File: src/rtl/spi_word_rx_pkg.sv
package spi_word_rx_pkg;
   typedef enum logic [1:0] {
      ST_IDLE = 2'd0,
      ST_HDR  = 2'd1,
      ST_DATA = 2'd2,
      ST_SKIP = 2'd3
   } rx_state_e;
endpackage

File: src/rtl/spi_pin_sync.sv
module spi_pin_sync #(
   parameter int               WIDTH   = 3,
   parameter int               STAGES  = 2,
   parameter logic [WIDTH-1:0] RST_VAL = '0
) (
   input  logic             clk,
   input  logic             rst_n,
   input  logic [WIDTH-1:0] din,
   output logic [WIDTH-1:0] dout
);
   logic [WIDTH-1:0] chain [STAGES];

   if (STAGES < 2) begin : g_bad_stages
      $error("spi_pin_sync: STAGES must be at least 2");
   end

   for (genvar g = 0; g < STAGES; g++) begin : g_stage
      if (g == 0) begin : g_first
         always_ff @(posedge clk or negedge rst_n) begin
            if (!rst_n) chain[g] <= RST_VAL;
            else        chain[g] <= din;
         end
      end else begin : g_next
         always_ff @(posedge clk or negedge rst_n) begin
            if (!rst_n) chain[g] <= RST_VAL;
            else        chain[g] <= chain[g-1];
         end
      end
   end

   assign dout = chain[STAGES-1];
endmodule

File: src/rtl/spi_bit_shifter.sv
module spi_bit_shifter #(
   parameter int BYTE_W = 8
) (
   input  logic              clk,
   input  logic              rst_n,
   input  logic              cs_active,
   input  logic              sclk_rise,
   input  logic              sclk_fall,
   input  logic              mosi,
   output logic              byte_vld,
   output logic [BYTE_W-1:0] byte_data,
   output logic              mid_byte
);
   localparam int CW = $clog2(BYTE_W + 1);
   localparam logic [CW-1:0] FULL = CW'(BYTE_W);

   logic [CW-1:0]     bit_cnt;
   logic [BYTE_W-1:0] shreg;

   if (BYTE_W < 2) begin : g_bad_width
      $error("spi_bit_shifter: BYTE_W must be at least 2");
   end

   always_ff @(posedge clk or negedge rst_n) begin
      if (!rst_n) begin
         bit_cnt   <= '0;
         shreg     <= '0;
         byte_vld  <= 1'b0;
         byte_data <= '0;
      end else begin
         byte_vld <= 1'b0;
         if (!cs_active) begin
            bit_cnt <= '0;
         end else if (sclk_rise && bit_cnt != FULL) begin
            shreg   <= {shreg[BYTE_W-2:0], mosi};
            bit_cnt <= bit_cnt + 1'b1;
         end else if (sclk_fall && bit_cnt == FULL) begin
            byte_vld  <= 1'b1;
            byte_data <= shreg;
            bit_cnt   <= '0;
         end
      end
   end

   assign mid_byte = (bit_cnt != '0);

   a_r9_cnt_clear: assert property (@(posedge clk) disable iff (!rst_n)
      !cs_active |=> bit_cnt == '0);
   a_r2_cnt_bound: assert property (@(posedge clk) disable iff (!rst_n)
      bit_cnt <= FULL);
   a_r2_byte_on_fall: assert property (@(posedge clk) disable iff (!rst_n)
      byte_vld |-> $past(sclk_fall) && $past(cs_active));
endmodule

File: src/rtl/spi_word_rx.sv
module spi_word_rx #(
   parameter int                 WORD_BYTES  = 4,
   parameter int                 BYTE_W      = 8,
   parameter int                 SYNC_STAGES = 2,
   parameter logic [BYTE_W-2:0]  DEV_ADDR    = 7'h40
) (
   input  logic                         clk,
   input  logic                         rst_n,
   input  logic                         spi_sclk,
   input  logic                         spi_cs_n,
   input  logic                         spi_mosi,
   output logic                         spi_rdy,
   output logic                         out_valid,
   input  logic                         out_ready,
   output logic [WORD_BYTES*BYTE_W-1:0] out_data,
   output logic                         rx_err
);
   import spi_word_rx_pkg::*;

   localparam int WORD_W = WORD_BYTES * BYTE_W;
   localparam int IDX_W  = (WORD_BYTES > 1) ? $clog2(WORD_BYTES) : 1;
   localparam logic [IDX_W-1:0]  LAST_IDX = IDX_W'(WORD_BYTES - 1);
   localparam logic [BYTE_W-1:0] HDR_CODE = {DEV_ADDR, 1'b0};

   if (WORD_BYTES < 1) begin : g_bad_words
      $error("spi_word_rx: WORD_BYTES must be at least 1");
   end

   // pin synchronizer: bit 2 cs_n, bit 1 sclk, bit 0 mosi
   logic [2:0] pins_s;
   spi_pin_sync #(.WIDTH(3), .STAGES(SYNC_STAGES), .RST_VAL(3'b100)) u_sync (
      .clk  (clk),
      .rst_n(rst_n),
      .din  ({spi_cs_n, spi_sclk, spi_mosi}),
      .dout (pins_s)
   );

   logic cs_n_prev, sclk_prev;
   always_ff @(posedge clk or negedge rst_n) begin
      if (!rst_n) begin
         cs_n_prev <= 1'b1;
         sclk_prev <= 1'b0;
      end else begin
         cs_n_prev <= pins_s[2];
         sclk_prev <= pins_s[1];
      end
   end

   logic cs_begin, cs_end, sclk_rise, sclk_fall;
   assign cs_begin  = !pins_s[2] &&  cs_n_prev;
   assign cs_end    =  pins_s[2] && !cs_n_prev;
   assign sclk_rise =  pins_s[1] && !sclk_prev;
   assign sclk_fall = !pins_s[1] &&  sclk_prev;

   logic              byte_vld, mid_byte;
   logic [BYTE_W-1:0] byte_data;
   spi_bit_shifter #(.BYTE_W(BYTE_W)) u_shift (
      .clk      (clk),
      .rst_n    (rst_n),
      .cs_active(!pins_s[2]),
      .sclk_rise(sclk_rise),
      .sclk_fall(sclk_fall),
      .mosi     (pins_s[0]),
      .byte_vld (byte_vld),
      .byte_data(byte_data),
      .mid_byte (mid_byte)
   );

   rx_state_e         state;
   logic [WORD_W-1:0] acc, acc_next;
   logic [IDX_W-1:0]  idx;

   if (WORD_BYTES == 1) begin : g_single
      assign acc_next = byte_data;
   end else begin : g_multi
      assign acc_next = {acc[WORD_W-BYTE_W-1:0], byte_data};
   end

   always_ff @(posedge clk or negedge rst_n) begin
      if (!rst_n) begin
         state     <= ST_IDLE;
         acc       <= '0;
         idx       <= '0;
         out_valid <= 1'b0;
         out_data  <= '0;
         rx_err    <= 1'b0;
      end else begin
         rx_err <= 1'b0;
         if (out_valid && out_ready) out_valid <= 1'b0;
         if (cs_end) begin
            if (state == ST_DATA && (idx != '0 || mid_byte)) rx_err <= 1'b1;
            state <= ST_IDLE;
            idx   <= '0;
         end else begin
            case (state)
               ST_IDLE: if (cs_begin) state <= ST_HDR;
               ST_HDR:  if (byte_vld) state <= (byte_data == HDR_CODE) ? ST_DATA : ST_SKIP;
               ST_DATA: if (byte_vld) begin
                  acc <= acc_next;
                  if (idx == LAST_IDX) begin
                     idx <= '0;
                     if (out_valid && !out_ready) begin
                        rx_err <= 1'b1;
                     end else begin
                        out_valid <= 1'b1;
                        out_data  <= acc_next;
                     end
                  end else begin
                     idx <= idx + 1'b1;
                  end
               end
               default: ;
            endcase
         end
      end
   end

   assign spi_rdy = !out_valid;

   a_r5_hold_word: assert property (@(posedge clk) disable iff (!rst_n)
      out_valid && !out_ready |=> out_valid && $stable(out_data));
   a_r3_valid_source: assert property (@(posedge clk) disable iff (!rst_n)
      $rose(out_valid) |-> $past(byte_vld) && $past(state == ST_DATA));
   a_r4_skip_quiet: assert property (@(posedge clk) disable iff (!rst_n)
      state == ST_SKIP && !out_valid |=> !out_valid && !rx_err);
   a_r7_err_cause: assert property (@(posedge clk) disable iff (!rst_n)
      rx_err |-> $past(cs_end) || $past(byte_vld));
   a_r9_idle_on_cs_high: assert property (@(posedge clk) disable iff (!rst_n)
      cs_end |=> state == ST_IDLE && idx == '0);
endmodule

File: config.mk
export PLATFORM = sky130hd
export DESIGN_NAME = spi_word_rx
export DESIGN_NICKNAME = d
export VERILOG_FILES = /design/src/rtl/spi_word_rx_pkg.sv /design/src/rtl/spi_pin_sync.sv /design/src/rtl/spi_bit_shifter.sv /design/src/rtl/spi_word_rx.sv
export SDC_FILE = /design/constraint.sdc
export NUM_CORES = 1
export LEC_CHECK = 0
export ABC_AREA = 1
export BUFFER_PORTS_ARGS = -buffer_cell sky130_fd_sc_hd__buf_2
export CAP_MARGIN = 20
export CORE_ASPECT_RATIO = 1.1
export CORE_MARGIN = 8
export CORE_UTILIZATION = 50
export DETAILED_ROUTE_END_ITERATION = 10
export PLACE_DENSITY = 0.7
export REMOVE_ABC_BUFFERS = 1
export SYNTH_ARGS = -nofsm -noshare
export SYNTH_HDL_FRONTEND = slang
export SYNTH_SLANG_ARGS = --single-unit
File: constraint.sdc
create_clock -name clk -period 4.2 [get_ports clk]
set_input_delay 0.42 -clock clk [delete_from_list [all_inputs] [get_ports clk]]
set_output_delay 0.42 -clock clk [all_outputs]
set_load 0.01 [all_outputs]
==> out/qor.csv, run 1 <==
stage,metric,value,unit
worst_setup_path,critPathArrivalTime,2480,ps
route,wl_met2,2830,um
clocking,clk_pin_slew,100,ps
pwr,power,1.71,mW
clocking,cts.repair.resized,0,
finish,diodes,0,
sta,timing.fmax,449,MHz
sta,setup_tns,0,ps
worst_setup_path,startpoint,cs_n_prev,
clocking,numCtsBuffers,9,
worst_setup_path,r2r_setup_slack,1970,ps
sta,finalSetupViolations,0,
die,io_pins,41,
pwr,clockPowerShare,0.348,
pwr,power_density,411,nW/um^2
route,dr_wl_met3,322,um
synthesis,syn_area_per_cell,10.1,um^2
route,vias_per_cell,4.87,
worst_setup_path,critPathLaunchType,register,
sta,worstMarginPinSlew,945,ps
worst_setup_path,r2r-end,acc[14],
clocking,cts-root-buf,clkbuf_8,
grt,grt_pass1_vias,2462,
route,wl_per_cell,12.0,um
finish,synthToLayoutAreaGrowth,10.6,%
die,core_area,7390,um^2
die,die_x,98.7,um
sta,fin_crit_sh,0.530,
pwr,seqPwrFrac,0.555,
finish,multi_input_area,1140,um^2
placed_design,place_congestion,0.765,
sta,max_slew_margin,0.369,
die,die-height,107,um
hold_path,hp-class,input pin to asynchronous set/reset pin,
clocking,cts_tree,yes,
synthesis,yosysUniqueCellTypes,23,
grt,grt_antenna_before_repair,0,
worst_setup_path,r2r-start,cs_n_prev,
finish,drive_gt1_frac,0.239,
route,route.vias.total,2457,
route,drt_pass1_iterations,4,
sta,fin_skew,14.7,ps
route,route.detailed.drc,0,
route,routed_wl,6060,um
sta,fin_ws,1970,ps
sta,grt_setup_unrepaired,false,
synthesis,yosys_warnings,0,
sta,drv_slew,0,
finish,finalNetCount,425,
pwr,p_switching,0.455,mW
clocking,htree_levels,3,
pwr,p_leak,2.00,nW
grt,grt-ovfl-total,0,
placed_design,numPortBuffers,40,
die,initial_utilization,0.509,
clocking,post-cts-setup-buffer-count,0,
worst_setup_path,cp_max_fo,49,
sta,period_minus_slack,2230,ps
flow_run,drv_cap,0,
synthesis,syn-instance-count,374,
worst_setup_path,timing.reg2reg.worst_path_depth,5,
run_status,status,completed,
clocking,cts_num_sinks,91,
sta,hold_violations,0,
pwr,switching_share,0.266,
route,top_layer,met4,
synthesis,synth_seq_cells,91,
pwr,power.internal,1.26,mW
route,wl_met1,2790,um
grt,grt_pass1_wl,10800,um
worst_setup_path,crit_required,4450,ps
worst_setup_path,criticalPathCategory,register to register,
route,antenna_left,0,
grt,track_usage,0.127,
clocking,clk_path_buf_depth,2,
die,core.rowCount,33,
grt,grt_max_degree,65,
worst_setup_path,cp-end-kind,register,
placed_design,hpwlAfterDp,4090,um
clocking,clk-insertion-delay-late,370,ps
clocking,cts_hold_buf,0,
pwr,comb_power_share,0.097,
placed_design,dp_slack,1980,ps
finish,final_util,0.563,
pwr,peakVddDrop,183,uV
finish,seqCellArea,2280,um^2
synthesis,yosysSeqAreaShare,0.606,
finish,fill_cells,668,
synthesis,syn-cell-area,3760,um^2
die,dieArea,10600,um^2
route,drt_iter0_markers,115,
finish,layout_common_cells,"nand2_1, dfrtp_1, inv_1",
final cells by class:
type / instances / area share
sequential: 91 / 0.548
multi-input combinational: 210 / 0.273
inverter: 60 / 0.0541
timing repair buffer: 41 / 0.0505
clock buffer: 10 / 0.0307
tap: 87 / 0.0262
clock inverter: 6 / 0.0174
per-layer routing:
layer,track usage,vias up
met5,0,-
met4,0.0505,0
met3,0.0473,10
met2,0.209,36
met1,0.147,1155
li1,-,1256
worst max path at each step:
stage / end / depth (start not counted) / slack, ps
2_1_floorplan: out_data[10] / 6 / 2290
4_1_cts: acc[14] / 5 / 1950
3_5_place_dp: out_data[3] / 6 / 1980
5_1_grt: acc[4] / 5 / 1700
6_report: acc[14] / 5 / 1970
3_3_place_gp: rx_err / 5 / 2000
through the flow:
step / cells / area (um^2) / hold WS, ps
floorplan: 361 / 3640 / 124
global placement: 489 / 3960 / 335
detailed placement: 489 / 3960 / 342
CTS: 505 / 4160 / 108
global route: 505 / 4160 / 130
finish: 505 / 4160 / 83.2
power groups by stage:
stage | logic, mW | clock network (mW) | registers [mW]
2_1_floorplan | 0.125 | 0 | 0.959
3_5_place_dp | 0.168 | 0 | 0.966
4_1_cts | 0.170 | 0.610 | 0.949
5_1_grt | 0.200 | 0.645 | 0.956
3_3_place_gp | 0.165 | 0 | 0.963
6_report | 0.167 | 0.595 | 0.950
logic make-up (layout without fill, tap and decap cells):
| family | Yosys count | count (layout) | share of synthesized area |
|---|---|---|---|
| compound gates | 79 | 79 | 0.136 |
| xor+xnor | 1 | 1 | 0.00233 |
| fa+ha+maj | 6 | 6 | 0.0200 |
| buf+inv | 73 | 117 | 0.0918 |
| flops | 91 | 91 | 0.606 |
| simple gates | 124 | 124 | 0.143 |
critical path: stages (launching register included):
cell	delay [ps]
dfstp_2	520
inv_1	50
ha_1	240
inv_1	170
nand3_2	690
o21ai_0	430
flip-flops by register name, summed over array words and instances (netlist names), 2 cells and up:
register,count
acc,24
u_sync.dout,3
u_shift.bit_cnt,4
state,2
idx,2
u_shift.byte_data,8
u_sync.chain,3
out_data,32
u_shift.shreg,8
cells in the mapped netlist:
| cell type | n | share of area |
|---|---|---|
| clkbuf_1 | 1 | 0.0010 |
| nand2_2 | 3 | 0.0050 |
| nand4_4 | 1 | 0.0057 |
| o22ai_1 | 1 | 0.0017 |
| nand3_1 | 13 | 0.017 |
| nand3_2 | 2 | 0.0053 |
| ha_1 | 6 | 0.020 |
| nor2_1 | 13 | 0.013 |
| inv_2 | 3 | 0.0030 |
| a21oi_1 | 1 | 0.0013 |
| inv_1 | 57 | 0.057 |
| dfstp_2 | 3 | 0.021 |
| o31ai_2 | 1 | 0.0033 |
| nor2_4 | 2 | 0.0060 |
| o21ai_2 | 29 | 0.068 |
| dfrtp_1 | 88 | 0.59 |
| nand4_1 | 2 | 0.0033 |
| o21ai_0 | 19 | 0.025 |
| o21ai_1 | 28 | 0.037 |
| buf_2 | 3 | 0.0040 |
| buf_6 | 9 | 0.027 |
| xor2_1 | 1 | 0.0023 |
| nand2_1 | 88 | 0.088 |
Note: power is estimated with default switching activity, not from simulation.
==> run 2, diff against run 1 <==
Settings changed: PLACE_DENSITY 0.7 to 0.72.
Clock period 4.2 ns to 1.8 ns, I/O delays scaled along.
==> out/qor.csv, run 2 (same netlist as run 1, synthesis figures left out) <==
stage,metric,value,unit,change
run_status,status,completed,,
clocking,htree_levels,3,,unchanged
finish,drive_gt1_frac,0.247,,+0.00782
clocking,post-cts-setup-buffer-count,0,,unchanged
finish,synthToLayoutAreaGrowth,14.2,%,
flow_run,drv_cap,0,,unchanged
worst_setup_path,max_stage_delay,520,ps,-170 ps
clocking,clk-insertion-delay-late,360,ps,about the same
pwr,p_leak,2.06,nW,+3.4%
worst_setup_path,crit_required,2030,ps,-2420 ps
sta,grt_setup_unrepaired,false,,
clocking,cts_tree,yes,,
sta,fin_skew,15.1,ps,+0.359 ps
route,route.vias.total,2463,,+0.24%
die,die-height,107,um,unchanged
sta,timing.fmax,628,MHz,+40%
sta,fin_crit_sh,0.884,,+0.354
clocking,cts-root-buf,clkbuf_8,,
route,antenna_left,0,,unchanged
worst_setup_path,crit_family,flip-flops,,
finish,finalNetCount,432,,+1.6%
die,initial_utilization,0.509,,unchanged
clocking,numCtsBuffers,9,,unchanged
grt,grt_pass1_vias,2438,,-0.97%
finish,seqCellArea,2280,um^2,unchanged
clocking,cts_num_sinks,91,,unchanged
sta,hold_violations,0,,unchanged
worst_setup_path,cp_max_fo,64,,+31%
finish,largest_reg_flops,32,,unchanged
pwr,power_density,971,nW/um^2,+140%
worst_setup_path,critPathLaunchType,register,,
route,drt_iter0_markers,123,,+7.0%
pwr,power,4.17,mW,+140%
worst_setup_path,cp-end-kind,register,,
die,dieArea,10600,um^2,unchanged
placed_design,place_congestion,0.788,,+3.0%
grt,grt_pass1_wl,10700,um,-1.3%
worst_setup_path,critPathArrivalTime,1820,ps,-660 ps
finish,multi_input_area,1140,um^2,+0.22%
finish,regMostFlops,out_data,,
route,drt_pass1_iterations,4,,unchanged
worst_setup_path,crit_buf_inv,2,,unchanged
clocking,clk_pin_slew,90,ps,about the same
finish,design_area,4300,um^2,+3.2%
sta,finalSetupViolations,0,,unchanged
sta,drv_slew,0,,unchanged
hold_path,hp-class,input pin to register,,
finish,final_common_cell,dfrtp_1,,
sta,worstMarginPinSlew,363,ps,-583 ps
clocking,clk_path_buf_depth,2,,unchanged
grt,grt-ovfl-total,0,,unchanged
grt,track_usage,0.124,,-0.00289
route,routed_wl,6080,um,+0.26%
die,die_x,98.7,um,unchanged
finish,fill_cells,625,,-6.4%
grt,grt_max_degree,65,,unchanged
die,io_pins,41,,unchanged
worst_setup_path,slowest_stage,dfstp_2,,
finish,largestRegisters,"out_data: 32 flops, acc: 24 flops",,
route,route.detailed.drc,0,,unchanged
finish,layout_common_cells,"dfrtp_1, nand2_1, inv_1",,
pwr,peakVddDrop,431,uV,+140%
placed_design,hpwlAfterDp,4170,um,+1.9%
grt,grt_antenna_before_repair,0,,unchanged
route,wl_per_cell,11.9,um,-1.1%
sta,max_slew_margin,0.757,,+0.389
placed_design,dpl_cell_area,4020,um^2,+1.5%
sta,period_minus_slack,1590,ps,-635 ps
finish,diodes,0,,unchanged
worst_setup_path,critical_path.cell_chain,"inv_1, ha_1, nor2_4, nand4_4, buf_12, nand2_1, o21ai_1",,
placed_design,numPortBuffers,40,,unchanged
worst_setup_path,criticalPathCategory,register to register,,
die,core_area,7390,um^2,unchanged
route,vias_per_cell,4.81,,-1.1%
die,core.rowCount,33,,unchanged
## run 2: cell types whose count changed in the layout (fill, tap and decap cells not counted), sizes merged
cell and delta:
buf +3, bufinv +1, clkinvlp -1, dlygate4sd3 +4
## run 2: worst register-to-register path: stages (launching register included)
cell and delay (ps):
dfstp_2 520, inv_1 50, ha_1 240, nor2_4 150
nand4_4 90, buf_12 210, nand2_1 120, o21ai_1 70
## run 2: where the power goes
| group | total (mW) | internal [mW] | switching [mW] |
|---|---|---|---|
| combinational | 0.405 | 0.146 | 0.259 |
| sequential | 2.21 | 2.14 | 0.0726 |
| clock | 1.55 | 0.834 | 0.720 |
| total | 4.17 | 3.12 | 1.05 |
## run 2: what timing repair did
action	in CTS	in global routing
gates resized for setup	0	1
hold buffers	4	0
endpoints found under the setup margin	0	2
endpoints found under the hold margin	22	0
## run 2: routing by layer
layer | global-route usage | vias to the layer above | wire, um
li1 | - | 1264 | -
met1 | 0.146 | 1149 | 2870
met2 | 0.205 | 40 | 2850
met3 | 0.0350 | 10 | 257
met4 | 0.0626 | 0 | 102
met5 | 0 | - | 0
## run 2: layout make-up
class	instances	area share
sequential	91	0.531
multi-input combinational	210	0.265
timing repair buffer	48	0.0722
inverter	60	0.0524
clock buffer	10	0.0320
tap	87	0.0253
clock inverter	6	0.0221
## run 2: path summary, 6_finish.rpt
| path | from | endpoint | slack, ps | cells after the start |
|---|---|---|---|---|
| worst max-delay path | cs_n_prev | out_data[28] | 210 | 7 |
| worst min-delay path | out_ready | out_valid | 170 | 4 |
| worst max register to register | cs_n_prev | out_data[28] | 210 | 7 |
| worst min register to register | u_sync.chain[4] | u_sync.dout[1] | 360 | 0 |
| max in group asynchronous | rst_n | u_sync.chain[5] | 910 | 3 |
| min in group asynchronous | rst_n | out_data[31] | 230 | 2 |
## run 2: through the flow
step	hold slack, ps	instances	worst slack (ps)	util	setup TNS [ps]
after global placement	79.1	492	202	0.544	0
after CTS	155	512	114	0.581	0
after floorplan	-116	361	-108	-	-3940
after detailed placement	77.9	492	140	0.544	0
final	173	512	209	0.581	0
after global routing	182	512	81.7	0.581	0
==> run 3, diff against run 2 <==
Settings changed: CORE_MARGIN 8 to 5, MAX_ROUTING_LAYER set to met4, REMOVE_ABC_BUFFERS 1 to not set.
==> out/qor.csv, run 3 (same netlist as run 1, synthesis figures left out) <==
stage,metric,value,unit,change
placed_design,hpwlAfterDp,4470,um,+7.3%
finish,diodes,0,,unchanged
clocking,clk-insertion-delay-late,370,ps,about the same
grt,grt-ovfl-total,0,,unchanged
sta,worstMarginPinSlew,499,ps,+137 ps
finish,regMostFlops,out_data,,
clocking,post-cts-setup-buffer-count,0,,unchanged
grt,grt_antenna_before_repair,0,,unchanged
worst_setup_path,r2r-end,out_data[19],,
pwr,p_switching,1.09,mW,+3.4%
pwr,p_leak,2.08,nW,+0.56%
die,io_pins,41,,unchanged
worst_setup_path,cp-end-kind,register,,
clocking,clk_pin_slew,90,ps,about the same
clocking,cts_num_sinks,91,,unchanged
sta,max_slew_margin,0.667,,-0.0904
pwr,power.internal,3.22,mW,+3.3%
sta,fin_crit_sh,0.882,,-0.00233
finish,fill_cells,635,,+1.6%
worst_setup_path,cp_max_fo,48,,-25%
clocking,numCtsBuffers,9,,unchanged
route,routed_wl,6470,um,+6.5%
finish,finalNetCount,433,,+0.23%
pwr,switching_share,0.252,,about the same
route,drt_iter0_markers,127,,+3.3%
grt,grt_pass1_wl,11500,um,+8.2%
die,die-height,101,um,-5.6%
hold_path,hold_end,out_valid,,
die,die_x,92.7,um,-6.1%
die,dieArea,9360,um^2,-11%
worst_setup_path,criticalPathCategory,register to register,,
pwr,clockPowerShare,0.389,,+0.016
finish,largest_reg_flops,32,,unchanged
hold_path,whs_path_depth,4,,unchanged
pwr,peakVddDrop,521,uV,+21%
grt,track_usage,0.163,,+0.0387
die,core_area,7390,um^2,unchanged
worst_setup_path,r2r-start,cs_n_prev,,
sta,hold_violations,0,,unchanged
route,vias_per_cell,4.89,,+1.6%
clocking,cts.repair.resized,0,,unchanged
placed_design,numPortBuffers,40,,unchanged
grt,grt_max_degree,50,,-23%
sta,drv_slew,0,,unchanged
worst_setup_path,crit_required,2060,ps,+30 ps
run_status,status,completed,,
die,core.rowCount,33,,unchanged
sta,grt_setup_unrepaired,false,,
sta,setup_tns,0,ps,unchanged
finish,drive_gt1_frac,0.246,,-0.000580
clocking,htree_levels,3,,unchanged
hold_path,hold_start,out_ready,,
placed_design,place_congestion,0.793,,+0.63%
worst_setup_path,critPathLaunchType,register,,
pwr,seqPwrFrac,0.513,,-0.017
hold_path,hp-class,input pin to register,,
pwr,comb_power_share,0.098,,about the same
sta,finalSetupViolations,0,,unchanged
clocking,clk_path_buf_depth,2,,unchanged
die,initial_utilization,0.509,,unchanged
route,route.detailed.drc,0,,unchanged
flow_run,drv_cap,0,,unchanged
sta,period_minus_slack,1590,ps,-4.19 ps
grt,grt_pass1_vias,2551,,+4.6%
synthesis,synth_nets,386,,
worst_setup_path,timing.reg2reg.worst_path_depth,7,,unchanged
finish,synthToLayoutAreaGrowth,14.7,%,
pwr,power,4.31,mW,+3.3%
pwr,power_density,999,nW/um^2,+2.8%
route,route.vias.total,2507,,+1.8%
worst_setup_path,critPathArrivalTime,1840,ps,+20 ps
route,antenna_left,0,,unchanged
worst_setup_path,r2r_setup_slack,210,ps,about the same
finish,layout_common_cells,"nand2_1, dfrtp_1, inv_1",,
sta,timing.fmax,630,MHz,+0.26%
route,wl_per_cell,12.6,um,+6.3%
clocking,cts-root-buf,clkbuf_8,,
sta,fin_skew,9.82,ps,-5.25 ps
clocking,cts_tree,yes,,
route,drt_pass1_iterations,4,,unchanged
finish,largestRegisters,"out_data: 32 flops, acc: 24 flops",,
==> run 3: cell count changes in the layout (fill, tap and decap cells not counted), sizes merged <==
cell,previous run,this run
bufinv,2,3
buf,44,45
clkbuf,10,9
==> run 3: timing repair <==
| action | CTS | global route |
|---|---|---|
| setup endpoints to repair | 0 | 0 |
| hold endpoints to repair | 40 | 0 |
| hold buffers | 4 | 0 |
==> run 3: worst max-delay path by stage <==
stage	startpoint	end	cells past startpoint
after floorplan	cs_n_prev	acc[18]	8
after global placement	cs_n_prev	out_data[25]	7
after detailed placement	cs_n_prev	out_data[20]	7
after CTS	cs_n_prev	out_data[20]	7
after global routing	u_shift.bit_cnt[0]	u_shift.byte_data[7]	8
final	cs_n_prev	out_data[19]	7
==> run 3: area by class of cell <==
class                      instances  area, um^2  area share
clock buffer                       9         124      0.0287
clock inverter                     7         124      0.0287
inverter                          60         225      0.0522
multi-input combinational        210        1140       0.263
sequential                        91        2280       0.528
tap                               87         109      0.0252
timing repair buffer              49         318      0.0736
==> run 3: power groups by stage <==
stage | Combinational, mW | Clock [mW] | Sequential, mW
after floorplan | 0.293 | 0 | 2.24
after CTS | 0.431 | 1.72 | 2.21
after detailed placement | 0.423 | 0 | 2.25
after global placement | 0.400 | 0 | 2.24
final | 0.423 | 1.68 | 2.21
after global routing | 0.494 | 1.81 | 2.23
==> run 3: per-layer routing <==
layer / part of all wire / global-route usage
met3: 0.044 / 0.0523
met2: 0.48 / 0.247
met5: 0 / -
met4: 0.015 / 0.0654
met1: 0.46 / 0.203
==> run 3: through the flow <==
step | worst slack (ps) | cell area [um^2] | hold slack (ps) | util | cells
after floorplan | 295 | 3760 | -116 | - | 374
after global placement | 248 | 4030 | 182 | 0.545 | 493
after detailed placement | 213 | 4030 | 186 | 0.545 | 493
after CTS | 201 | 4320 | 164 | 0.584 | 513
after global routing | 42.8 | 4320 | 159 | 0.584 | 513
final | 213 | 4320 | 174 | 0.584 | 513
==> run 3: worst max-delay path, cell delays in order (launching register included) <==
cell	delay, ps
dfstp_2	530
inv_1	50
ha_1	240
nor2_4	140
nand4_4	130
buf_12	230
nand2_1	100
o21ai_2	50
